--- src/rtl/psr_pkg.sv ---
package psr_pkg;

    // Action applied to the stage chain on a system-clock edge
    typedef enum logic [1:0] {
        MODE_HOLD  = 2'd0,
        MODE_LOAD  = 2'd1,
        MODE_SHIFT = 2'd2
    } psr_mode_e;

endpackage

--- src/rtl/psr_sync.sv ---
module psr_sync #(
    parameter int W      = 1,
    parameter int STAGES = 2
) (
    input  logic         clk,
    input  logic         rst,
    input  logic [W-1:0] d_i,
    output logic [W-1:0] q_o
);

    typedef struct packed {
        logic [STAGES-1:0][W-1:0] chain;
    } sync_t;

    sync_t s_d, s_q;

    always_comb begin
        s_d = s_q;
        s_d.chain[0] = d_i;
        for (int i = 1; i < STAGES; i++) begin
            s_d.chain[i] = s_q.chain[i-1];
        end
    end

    always_ff @(posedge clk) begin
        if (rst) s_q <= '0;
        else     s_q <= s_d;
    end

    assign q_o = s_q.chain[STAGES-1];

endmodule

--- src/rtl/psr_gate_edge.sv ---
module psr_gate_edge (
    input  logic clk,
    input  logic rst,
    input  logic a_i,
    input  logic b_i,
    output logic fire_o
);

    typedef struct packed {
        logic prev;
    } edge_t;

    edge_t e_d, e_q;
    logic  gate;

    always_comb begin
        gate   = a_i | b_i;
        fire_o = gate & ~e_q.prev;
        e_d    = e_q;
        // History always tracks the gated clock, also during load,
        // so ending a load never produces a false edge.
        e_d.prev = gate;
    end

    always_ff @(posedge clk) begin
        if (rst) e_q <= '0;
        else     e_q <= e_d;
    end

    // a detected edge is one cycle wide, so one rise gives one shift
    a_r8_single_fire: assert property (@(posedge clk) disable iff (rst)
        fire_o |=> !fire_o);

endmodule

--- src/rtl/psr_stages.sv ---
module psr_stages
    import psr_pkg::*;
#(
    parameter int W = 8
) (
    input  logic         clk,
    input  logic         rst,
    input  psr_mode_e    mode_i,
    input  logic [W-1:0] par_i,
    input  logic         ser_i,
    output logic [W-1:0] st_o
);

    typedef struct packed {
        logic [W-1:0] st;
    } stage_t;

    stage_t r_d, r_q;

    always_comb begin
        r_d = r_q;
        case (mode_i)
            MODE_LOAD:  r_d.st = par_i;
            MODE_SHIFT: r_d.st = {r_q.st[W-2:0], ser_i};
            default:    r_d.st = r_q.st;
        endcase
    end

    always_ff @(posedge clk) begin
        if (rst) r_q <= '0;
        else     r_q <= r_d;
    end

    assign st_o = r_q.st;

    a_r2_load: assert property (@(posedge clk) disable iff (rst)
        (mode_i == MODE_LOAD) |=> (st_o == $past(par_i)));

    a_r6_shift: assert property (@(posedge clk) disable iff (rst)
        (mode_i == MODE_SHIFT) |=> (st_o == {$past(st_o[W-2:0]), $past(ser_i)}));

    a_r5_hold: assert property (@(posedge clk) disable iff (rst)
        (mode_i == MODE_HOLD) |=> $stable(st_o));

endmodule

--- src/rtl/psr_shifter.sv ---
module psr_shifter
    import psr_pkg::*;
#(
    parameter int WIDTH       = 8,
    parameter int SYNC_STAGES = 2
) (
    input  logic             clk,
    input  logic             rst,
    input  logic             shift_ld_n,
    input  logic             sclk_in,
    input  logic             sinh_in,
    input  logic             ser_in,
    input  logic [WIDTH-1:0] par_in,
    output logic             q_out,
    output logic             q_out_n
);

    localparam int LAST = WIDTH - 1;

    logic [1:0]       raw_lines;
    logic [1:0]       sync_lines;
    logic             fire;
    psr_mode_e        mode;
    logic [WIDTH-1:0] stages;

    assign raw_lines = {sinh_in, sclk_in};

    psr_sync #(.W(2), .STAGES(SYNC_STAGES)) u_sync (
        .clk (clk),
        .rst (rst),
        .d_i (raw_lines),
        .q_o (sync_lines)
    );

    psr_gate_edge u_edge (
        .clk    (clk),
        .rst    (rst),
        .a_i    (sync_lines[0]),
        .b_i    (sync_lines[1]),
        .fire_o (fire)
    );

    always_comb begin
        if (!shift_ld_n) mode = MODE_LOAD;
        else if (fire)   mode = MODE_SHIFT;
        else             mode = MODE_HOLD;
    end

    psr_stages #(.W(WIDTH)) u_stages (
        .clk    (clk),
        .rst    (rst),
        .mode_i (mode),
        .par_i  (par_in),
        .ser_i  (ser_in),
        .st_o   (stages)
    );

    assign q_out   = stages[LAST];
    assign q_out_n = ~stages[LAST];

    // the first edge of shift mode never shifts if the gated clock stayed high
    a_r9_release_quiet: assert property (@(posedge clk) disable iff (rst)
        ($rose(shift_ld_n) && $past(sync_lines != 2'b00) && (sync_lines != 2'b00))
        |-> (mode == MODE_HOLD));

endmodule

--- config.mk ---
export PLATFORM = sky130hd
export DESIGN_NAME = psr_shifter
export DESIGN_NICKNAME = d
export VERILOG_FILES = /design/src/rtl/psr_pkg.sv /design/src/rtl/psr_sync.sv /design/src/rtl/psr_gate_edge.sv /design/src/rtl/psr_stages.sv /design/src/rtl/psr_shifter.sv
export SDC_FILE = /design/constraint.sdc
export NUM_CORES = 1
export LEC_CHECK = 0
export BUFFER_PORTS_ARGS = -buffer_cell sky130_fd_sc_hd__buf_2
export CORE_AREA = 2 2 39 41
export DETAILED_ROUTE_END_ITERATION = 16
export DIE_AREA = 0 0 41 43
export PLACE_DENSITY = 0.64
export SYNTH_ARGS = -nofsm -noshare
export SYNTH_HDL_FRONTEND = slang
export SYNTH_SLANG_ARGS = --single-unit
--- constraint.sdc ---
create_clock -name clk -period 1.3 [get_ports clk]
set_input_delay 0.26 -clock clk [delete_from_list [all_inputs] [get_ports clk]]
set_output_delay 0.26 -clock clk [all_outputs]
set_load 0.1 [all_outputs]
==> impl_results.md <==
- Core box area: 1384 sq um
- Worst setup margin: 0.1274 ns
- Antenna violations before repair: 0
- Cells after synthesis: 58
- Worst EP arrival: 0.91 ns
- Starting DRT DRC Count: 5
- Number of global-route vias before repair: 367
- Vias per cell: 4.831
- Setup_tns: 0 ns
- CTS H-tree depth: 1
- Global-route wire length before repair: 1469 microns
- Worst Max-Slew Pin Slew: 0.3215 ns
- Async SR Flop Fraction: 0
- Critical path capture point type: output port
- DP Worst Slack: 0.2259 ns
- DIE AREA: 1763 sq um
- Clk slew on worst S/H paths: 0.07 ns
- Total CTS buffers: 3
- Post-CTS Resized: 0
- Static leakage: 0.2551 nW
- Number of synthesized register bits: 13
- Buffers on Ports: 15
- PD cells: 1273 nW/um^2
- Final hold vios: 0
- R2R depth: 3
- N_diodes: 0
- Yosys cell types: 12
- Mean area per synthesized cell: 8.672 sq um
- ANT nets after route: 0
- Setup violators final: 0
- Synth top area share: 0.5174
- Post-Syn Area: 503.0 sq um
- Nets: 88
- # fillers: 145
- CTS Hold Bufs: 0
- Clock Skew: 0.0005764 ns
- Nature of the critical path startpoint: register
- Slew margin rel.: 0.7855
- Area Overhead vs Synth: 26.62%
- Primary FF master, synth: dfxtp_1
- Most frequent cell after synthesis: nand2_1
- Post-synth EDFFs: 0
- Syn nets: 72
- CP Class: reg2out
- Worst r2r src: u_sync.q_o[1]
- Overall routing resource usage: 0.1316
- Die height: 43 microns
- Largest net degree at the start of global routing: 17
- Leading area contributor after synthesis: dfxtp_1
- Min-Delay Path Class: in2reg
- Finished Core Util: 0.4602
- Max-cap check violation count: 0
- Final Max Tran Viols: 0
- Initial DRT Pass Iterations: 4
- Dpl hpwl: 627 microns
- Row cnt: 14
- CP Capture Point: q_out_n
- Grt ovf: 0
- Most frequent cells after synthesis: nand2_1 (16), dfxtp_1 (13), nor2_1 (10)
- Routed len/inst: 9.562 microns
- Seq/Total Area, Yosys: 0.5174
- Status: complete, no violations
- GPL Wtd Cong: 0.7011
- Critical Path Start: u_stages.st_o[7]
- Reg2Reg Capture Point: u_stages.st_o[4]
- Via count: 430
- Fin crit period: 1.173 ns
- Unrepaired setup endpoints after global routing: false
- Period utilization: 0.9020
- Reg2Reg Setup Slack: 0.22 ns
- Latest clock arrival within the worst-skew pair: 0.27 ns
- Clk buf depth: 2
- Initial Util: 0.3635
- CTS tree: built
- CTS Sinks: 13
- WHS: 0.1959 ns
- Synth top area cells: dfxtp_1 (52%), a311oi_1 (14%), nand2_1 (12%)
- Critical path data required time: 1.04 ns
- Syn. warnings: 0
- Worst vdd ir: 0.0005408 V
- CTS Root Cell: clkbuf_4
- Die W: 41 microns
- # IOs: 16
- Drt drc: 0
- Total routed wirelength: 851 microns
- Fmax: 852.8 MHz
- Worst path max stage delay: 0.38 ns
- Share of cells above drive strength 1: 0.3014
- Postcts setup bufs: 0
- Worst-path fanout max: 3
- Ordered cell list for the critical path: clkinvlp_4 -> buf_12
- Crit-path slowest cell: dfxtp_4
==> cells in the final DEF (no fill, tap or decap), drive strengths merged <==
| cell type | instances |
|---|---|
| nand2 | 16 |
| dfxtp | 13 |
| buf | 15 |
| clkinvlp | 1 |
| a311oi | 8 |
| o21ba | 1 |
| nor2b | 4 |
| nor2 | 10 |
| clkbuf | 4 |
| o21bai | 1 |
==> registers in the layout (all words and copies together) (netlist names) <==
signal,cells
u_sync.s_d,2
u_stages.st_o,8
u_sync.q_o,2
u_edge.e_q,1
==> where the power goes <==
| part | switching, W | total, W | internal [W] |
|---|---|---|---|
| clock network | 0.000121 | 0.000239 | 0.000119 |
| logic | 0.0000771 | 0.000133 | 0.0000556 |
| registers | 0.0000149 | 0.000439 | 0.000424 |
| total | 0.000213 | 0.000811 | 0.000598 |
==> worst min path at each step <==
| stage | startpoint | cells past startpoint | end | slack, ns |
|---|---|---|---|---|
| global placement | u_sync.s_d[2] | 1 | u_sync.q_o[0] | 0.42 |
| detailed placement | u_sync.s_d[2] | 1 | u_sync.q_o[0] | 0.43 |
| global route | sinh_in | 2 | u_sync.s_d[3] | 0.19 |
| finish | sinh_in | 2 | u_sync.s_d[3] | 0.20 |
| floorplan | rst | 1 | u_sync.q_o[0] | 0.33 |
| CTS | sinh_in | 2 | u_sync.s_d[3] | 0.19 |
==> worst max-delay path: cells and delay by family (launching register included) <==
kind	cells	cell delay [ns]
flip-flops	1	0.38
buffers and inverters	2	0.26
==> per-stage QoR <==
stage | power, W | instance area (sq um) | instances
floorplan | 0.0005374 | 510.5 | 58
global placement | 0.0005808 | 610.6 | 85
detailed placement | 0.0005822 | 610.6 | 85
CTS | 0.0008216 | 636.9 | 89
global route | 0.0008560 | 636.9 | 89
finish | 0.0008108 | 636.9 | 89
==> kinds of logic after synthesis <==
family | synth area share
AOI/OAI and AO/OA | 0.1816
buffers and inverters | 0.05718
DFF | 0.5174
and+or+nand+nor | 0.2438
==> area by class of cell <==
class,count,area [sq um],share of cell area
flip-flops and latches,13,264.0,0.4145
multi-input cells,40,214.0,0.3360
repair buffers,15,105.1,0.1650
clock buffers,4,26.28,0.04126
well taps,16,20.02,0.03143
inverters,1,7.507,0.01179
==> layer usage <==
layer	up-vias	share of wire	track usage
li1	224	-	-
met1	191	0.41	0.1683
met2	11	0.48	0.1625
met3	4	0.048	0.01571
met4	0	0.060	0.1600
met5	-	0	0
Note: power is estimated with default switching activity, not from simulation.
